$ cat config.mk
export PLATFORM = sky130hd
export DESIGN_NAME = fadma_chan
export DESIGN_NICKNAME = d
export VERILOG_FILES = /design/src/rtl/fadma_pkg.sv /design/src/rtl/fadma_regs.sv /design/src/rtl/fadma_addr.sv /design/src/rtl/fadma_xfer.sv /design/src/rtl/fadma_chan.sv
export SDC_FILE = /design/constraint.sdc
export NUM_CORES = 1
export LEC_CHECK = 0
export ABC_AREA = 1
export BUFFER_PORTS_ARGS = -buffer_cell sky130_fd_sc_hd__buf_2
export CAP_MARGIN = 20
export CORE_ASPECT_RATIO = 0.8
export CORE_MARGIN = 2
export CORE_UTILIZATION = 35
export CTS_CLUSTER_SIZE = 24
export DETAILED_ROUTE_END_ITERATION = 10
export GPL_ROUTABILITY_DRIVEN = 1
export GPL_TIMING_DRIVEN = 0
export SYNTH_ARGS = -nofsm -noshare
export SYNTH_HDL_FRONTEND = slang
export SYNTH_HIERARCHICAL = 1
export SYNTH_SLANG_ARGS = --single-unit
export TNS_END_PERCENT = 1
$ cat constraint.sdc
create_clock -name clk -period 1.6 [get_ports clk]
set_input_delay 0.48 -clock clk [delete_from_list [all_inputs] [get_ports clk]]
set_output_delay 0.48 -clock clk [all_outputs]
set_load 0.02 [all_outputs]
$ cat src/rtl/fadma_pkg.sv
package fadma_pkg;
  typedef enum logic [1:0] {
    ST_IDLE  = 2'd0,
    ST_READ  = 2'd1,
    ST_WRITE = 2'd2
  } xfer_st_e;

  localparam logic [1:0] RSEL_CTRL = 2'd0;
  localparam logic [1:0] RSEL_MEM  = 2'd1;
  localparam logic [1:0] RSEL_IO   = 2'd2;
  localparam logic [1:0] RSEL_CNT  = 2'd3;

  localparam int CB_EN   = 0;
  localparam int CB_DIR  = 1;
  localparam int CB_IE   = 2;
  localparam int CB_ICLR = 3;
endpackage

$ cat src/rtl/fadma_regs.sv
module fadma_regs
  import fadma_pkg::*;
#(
  parameter int MEM_AW = 24,
  parameter int IO_AW  = 16,
  parameter int CNT_W  = 16
) (
  input  logic              clk,
  input  logic              rst_n,
  input  logic              cfg_we,
  input  logic [1:0]        cfg_sel,
  input  logic [MEM_AW-1:0] cfg_wdata,
  input  logic              xfer_done,
  output logic [MEM_AW-1:0] cfg_rdata,
  output logic [MEM_AW-1:0] mem_addr,
  output logic [IO_AW-1:0]  io_addr,
  output logic [CNT_W-1:0]  cnt,
  output logic              en,
  output logic              dir,
  output logic              ie,
  output logic              irq
);
  localparam logic [CNT_W-1:0] CNT_ONE = CNT_W'(1);

  logic [MEM_AW-1:0] mem_q, mem_n;
  logic [IO_AW-1:0]  io_q, io_n;
  logic [CNT_W-1:0]  cnt_q, cnt_n;
  logic              en_q, en_n, dir_q, dir_n, ie_q, ie_n, irq_q, irq_n;

  always_comb begin
    mem_n = mem_q;
    io_n  = io_q;
    cnt_n = cnt_q;
    en_n  = en_q;
    dir_n = dir_q;
    ie_n  = ie_q;
    irq_n = irq_q;
    if (xfer_done) begin
      cnt_n = cnt_q - CNT_ONE;
      if (cnt_q == CNT_ONE) begin
        en_n = 1'b0;
        if (ie_q) irq_n = 1'b1;
      end
    end
    if (cfg_we) begin
      case (cfg_sel)
        RSEL_CTRL: begin
          en_n  = cfg_wdata[CB_EN];
          dir_n = cfg_wdata[CB_DIR];
          ie_n  = cfg_wdata[CB_IE];
          if (cfg_wdata[CB_ICLR] || cfg_wdata[CB_EN]) irq_n = 1'b0;
        end
        RSEL_MEM: mem_n = cfg_wdata;
        RSEL_IO:  io_n  = cfg_wdata[IO_AW-1:0];
        default:  cnt_n = cfg_wdata[CNT_W-1:0];
      endcase
    end
  end

  always_ff @(posedge clk or negedge rst_n) begin
    if (!rst_n) begin
      mem_q <= '0;
      io_q  <= '0;
      cnt_q <= '0;
      en_q  <= 1'b0;
      dir_q <= 1'b0;
      ie_q  <= 1'b0;
      irq_q <= 1'b0;
    end else begin
      mem_q <= mem_n;
      io_q  <= io_n;
      cnt_q <= cnt_n;
      en_q  <= en_n;
      dir_q <= dir_n;
      ie_q  <= ie_n;
      irq_q <= irq_n;
    end
  end

  always_comb begin
    case (cfg_sel)
      RSEL_CTRL: cfg_rdata = MEM_AW'({irq_q, ie_q, dir_q, en_q});
      RSEL_MEM:  cfg_rdata = mem_q;
      RSEL_IO:   cfg_rdata = MEM_AW'(io_q);
      default:   cfg_rdata = MEM_AW'(cnt_q);
    endcase
  end

  assign mem_addr = mem_q;
  assign io_addr  = io_q;
  assign cnt      = cnt_q;
  assign en       = en_q;
  assign dir      = dir_q;
  assign ie       = ie_q;
  assign irq      = irq_q;
endmodule

$ cat src/rtl/fadma_addr.sv
module fadma_addr #(
  parameter int MEM_AW = 24,
  parameter int IO_AW  = 16
) (
  input  logic [MEM_AW-1:0] mem_addr,
  input  logic [IO_AW-1:0]  io_addr,
  input  logic              dir,
  output logic [MEM_AW-1:0] src_addr,
  output logic [MEM_AW-1:0] dst_addr
);
  localparam int PAD_W = MEM_AW - IO_AW;

  logic [MEM_AW-1:0] io_full;

  generate
    if (PAD_W > 0) begin : g_pad
      assign io_full = {{PAD_W{1'b1}}, io_addr};
    end else begin : g_nopad
      assign io_full = io_addr[MEM_AW-1:0];
    end
  endgenerate

  assign src_addr = dir ? io_full : mem_addr;
  assign dst_addr = dir ? mem_addr : io_full;
endmodule

$ cat src/rtl/fadma_xfer.sv
module fadma_xfer
  import fadma_pkg::*;
#(
  parameter int MEM_AW = 24,
  parameter int DATA_W = 16
) (
  input  logic              clk,
  input  logic              rst_n,
  input  logic              dreq,
  input  logic              en,
  input  logic              word_in,
  input  logic [MEM_AW-1:0] src_addr,
  input  logic [MEM_AW-1:0] dst_addr,
  input  logic [DATA_W-1:0] bus_rdata,
  input  logic              bus_rdy,
  output logic              bus_req,
  output logic              bus_we,
  output logic              bus_word,
  output logic [MEM_AW-1:0] bus_addr,
  output logic [DATA_W-1:0] bus_wdata,
  output logic              xfer_done
);
  localparam int BYTE_W = 8;

  xfer_st_e          st_q, st_n;
  logic              word_q, word_n;
  logic [DATA_W-1:0] data_q, data_n;
  logic              take, latch;

  assign take  = (st_q == ST_IDLE) && dreq && en;
  assign latch = (st_q == ST_READ) && bus_rdy;

  always_comb begin
    st_n   = st_q;
    word_n = word_q;
    data_n = data_q;
    if (take)  word_n = word_in;
    if (latch) data_n = bus_rdata;
    case (st_q)
      ST_IDLE:  if (take)    st_n = ST_READ;
      ST_READ:  if (bus_rdy) st_n = ST_WRITE;
      ST_WRITE: if (bus_rdy) st_n = ST_IDLE;
      default:               st_n = ST_IDLE;
    endcase
  end

  always_ff @(posedge clk or negedge rst_n) begin
    if (!rst_n) begin
      st_q   <= ST_IDLE;
      word_q <= 1'b0;
      data_q <= '0;
    end else begin
      st_q   <= st_n;
      word_q <= word_n;
      data_q <= data_n;
    end
  end

  assign bus_req   = (st_q != ST_IDLE);
  assign bus_we    = (st_q == ST_WRITE);
  assign bus_word  = word_q;
  assign bus_addr  = bus_we ? dst_addr : src_addr;
  assign bus_wdata = word_q ? data_q : DATA_W'(data_q[BYTE_W-1:0]);
  assign xfer_done = (st_q == ST_WRITE) && bus_rdy;
endmodule

$ cat src/rtl/fadma_chan.sv
module fadma_chan #(
  parameter int MEM_AW = 24,
  parameter int IO_AW  = 16,
  parameter int CNT_W  = 16,
  parameter int DATA_W = 16
) (
  input  logic              clk,
  input  logic              rst_n,
  input  logic              cfg_we,
  input  logic [1:0]        cfg_sel,
  input  logic [MEM_AW-1:0] cfg_wdata,
  output logic [MEM_AW-1:0] cfg_rdata,
  input  logic              dreq,
  input  logic              xfer_word,
  output logic              bus_req,
  output logic              bus_we,
  output logic              bus_word,
  output logic [MEM_AW-1:0] bus_addr,
  output logic [DATA_W-1:0] bus_wdata,
  input  logic [DATA_W-1:0] bus_rdata,
  input  logic              bus_rdy,
  output logic              irq
);
  logic [MEM_AW-1:0] mem_addr, src_addr, dst_addr;
  logic [IO_AW-1:0]  io_addr;
  logic [CNT_W-1:0]  ch_cnt;
  logic              ch_en, ch_dir, ch_ie, xfer_done;

  fadma_regs #(.MEM_AW(MEM_AW), .IO_AW(IO_AW), .CNT_W(CNT_W)) u_regs (
    .clk(clk), .rst_n(rst_n), .cfg_we(cfg_we), .cfg_sel(cfg_sel),
    .cfg_wdata(cfg_wdata), .xfer_done(xfer_done), .cfg_rdata(cfg_rdata),
    .mem_addr(mem_addr), .io_addr(io_addr), .cnt(ch_cnt), .en(ch_en),
    .dir(ch_dir), .ie(ch_ie), .irq(irq)
  );

  fadma_addr #(.MEM_AW(MEM_AW), .IO_AW(IO_AW)) u_addr (
    .mem_addr(mem_addr), .io_addr(io_addr), .dir(ch_dir),
    .src_addr(src_addr), .dst_addr(dst_addr)
  );

  fadma_xfer #(.MEM_AW(MEM_AW), .DATA_W(DATA_W)) u_xfer (
    .clk(clk), .rst_n(rst_n), .dreq(dreq), .en(ch_en), .word_in(xfer_word),
    .src_addr(src_addr), .dst_addr(dst_addr), .bus_rdata(bus_rdata),
    .bus_rdy(bus_rdy), .bus_req(bus_req), .bus_we(bus_we),
    .bus_word(bus_word), .bus_addr(bus_addr), .bus_wdata(bus_wdata),
    .xfer_done(xfer_done)
  );
endmodule

==> results.ini <==
[run_status]
status = finished, violations left
violations = negative setup slack

[floorplan]
die_h_um = 110
io-pin-count = 116
die_w_um = 137
std_cell_rows = 38
die_area_mm2 = 0.0151
fp.coreArea_mm2 = 0.0137
start_util_pct = 36.1

[sta]
drv_slew = 0
worstMarginPinSlew_ps = 531
period_share_pct = 121
final.min_clock_period_ps = 1930
setup_ws_ps = -331
slew_headroom_pct = 64.6
rsz0062_at_grt = yes
final.setup_skew_ps = 8.83
setup-violations-final = 63
max_freq_ghz = 0.518
hold_viol = 0

[global_route]
track_usage_pct = 19.5
grt_pass1_wl_um = 22900
grt_antenna_before_repair = 0
grt_remaining_overflow = 0
grt_max_degree = 64
grt_pass1_vias = 4313

[worst_setup_path]
regToRegSetupSlack_ps = -270
crit_fanout = 10
max_stage_delay_ps = 400
r2r_cells = 12
crit_arrival_ps = 1450
end_kind = primary output
r2r_end = u_regs/cnt[15]$_DFF_PN0_
setup.worst_path.start_class = flip-flop
cp_common_cell = nand2_1
critPathKind = reg -> out
path_cells = buf_6, inv_8, buf_8, nand2_1, nand2_1, nand2_1, nand2_1, buf_6
required_ps = 1120
reg2reg_from = u_xfer/st_q[0]$_DFFE_PN0P_
worst_path_max_delay_cell = dfrtp_1

[placement]
dp_cells = 1000
hpwl_um = 10900
io_buffers = 113
routabilityCongestion = 0.806

[route]
post-route-drc-count = 0
first_pass_iters = 5
vias = 4877
viasPerCell = 4.77
routed_wl_um = 14500
final_antenna_net_count = 0
detail_route.wl_per_cell_um = 14.2
first_iter_violations = 272

[synth]
yosys-top-cells-count = 315 x nand2_1, 79 x dfrtp_1, 68 x inv_1
synth.distinct_cells = 35
syn_inst = 706
synthTopCellsByArea = dfrtp_1 40%, nand2_1 24%, inv_1 5.2%
synthesis.nets = 756
syn_area_mm2 = 0.00495
synth_area_leader_cell = dfrtp_1
synth.avg_cell_area_um2 = 7.01
synth-edff-count = 0
ys_warn_count = 6
synth_top_area_share_pct = 40.0
yosysSeqAreaShare_pct = 40.0
ys.flop_type = dfrtp_1
synth_seq_cells = 79
async_flop_share_pct = 100
synth_most_common_cell = nand2_1

[power_and_ir_drop]
p_leak_nw = 3.55
p_clk_share_pct = 26.0
swShare_pct = 38.2
intPower_mw = 5.58
vdd_ir_drop_max_uv = 776
seq_power_share_pct = 32.5
power_density_mw_per_mm2 = 1380
comb_power_share_pct = 41.5
switching_power_mw = 3.44

[clock_tree]
clk_pin_slew_ps = 60
clock_path_buffers = 2
clk_latency_ps = 330
cts_hold_buf = 0
cts_sinks = 79
cts_made_buffers = 9
root_buffer = clkbuf_16
cts_htree_levels = 3
cts_tree = done

[cells_and_area]
antenna_cells = 0
area_delta_synth_final_pct = 31.8
final_nets = 888
drive_gt1_share_pct = 28.7
instances_no_fill = 1023
utilization_pct = 47.6

[job]
drv_cap = 0

[worst_hold_path]
hp-class = in -> async

[worst max-delay path: cells and delay by family (launching register included)]
family                 cells  cell delay (ps)
DFF                        1              400
and+or+nand+nor            4              240
buffers and inverters      4              470
[power groups by stage]
stage | clock [mW] | sequential (mW) | combinational (mW)
after CTS | 2.38 | 2.92 | 3.66
after global placement | 0 | 2.94 | 3.30
after floorplan | 0 | 2.83 | 2.38
after global routing | 2.46 | 3.01 | 4.14
final | 2.35 | 2.93 | 3.74
after detailed placement | 0 | 2.95 | 3.35
[repair_timing]
item	in CTS	in global routing
cloned	1	0
endpoints found under the setup margin	71	73
pin swaps	12	8
resized for setup	75	38
setup buffers	2	4
[cell type report]
type                            instances  area [µm²]
Inverter                               73         294
Buffer                                 43         417
Sequential cell                        79        1980
Multi-Input combinational cell        511        2420
Timing Repair Buffer                  121         848
Clock inverter                          5         104
Tap cell                              180         225
Clock buffer                           11         233
Fill cell                            1392        7170
[metal layers]
layer / vias up / wire length (µm) / GRT usage, %
li1: 2478 / - / -
met1: 2235 / 7200 / 30.3
met2: 152 / 6200 / 28.2
met3: 12 / 1030 / 3.43
met4: 0 / 105 / 3.98
met5: - / 0 / 0
[flip-flops by register name, indices dropped and copies added, names as in the netlist]
signal	count
u_regs/cnt	16
u_regs/dir	1
u_regs/en	1
u_regs/ie	1
u_regs/io_addr	16
u_regs/irq	1
u_regs/mem_addr	24
u_xfer/bus_word	1
u_xfer/data_q	16
u_xfer/st_q	2
[worst max-delay path by stage]
stage / from / to / cells past startpoint
5_1_grt: u_xfer/st_q[0]$_DFFE_PN0P_ / bus_addr[16] / 7
6_report: u_regs/dir$_DFFE_PN0P_ / bus_addr[4] / 8
4_1_cts: u_regs/dir$_DFFE_PN0P_ / bus_addr[0] / 8
2_1_floorplan: cfg_sel[1] / cfg_rdata[10] / 4
3_5_place_dp: cfg_sel[0] / cfg_rdata[3] / 7
3_3_place_gp: rst_n / u_regs/mem_addr[19]$_DFFE_PN0P_ / 1
[stage by stage]
stage / power [mW] / hold slack, ps / TNS (ps) / cell area (µm²) / setup slack (ps)
2_1_floorplan: 5.21 / 184 / -1290 / 4980 / -64.1
5_1_grt: 9.60 / 29.3 / -19510 / 6520 / -417
3_3_place_gp: 6.25 / 458 / -59170 / 5770 / -601
6_report: 9.02 / 14.4 / -14110 / 6520 / -331
3_5_place_dp: 6.30 / 375 / -12240 / 5800 / -480
4_1_cts: 8.96 / 20.5 / -14820 / 6400 / -341
[logic make-up after synthesis]
logic type / synth area share [%]
AOI/OAI and AO/OA: 10.9
xor gates and xnor gates: 0.531
adders and majority gates: 0.506
and+or+nand+nor: 35.2
DFF: 40.0
buffers and inverters: 12.9
[layout by cell type, fill, tap and decap left out, drive strengths merged]
cell type / count
nor3: 1
clkinv: 1
ha: 2
xor2: 3
a22o: 3
nand4: 19
a21oi: 21
a31oi: 3
nand2: 328
nor2: 47
a221oi: 1
clkbuf: 18
inv: 74
buf: 157
bufinv: 3
o211ai: 10
o21ai: 50
dfrtp: 79
nand3: 23
Note: power is estimated with default switching activity, not from simulation.
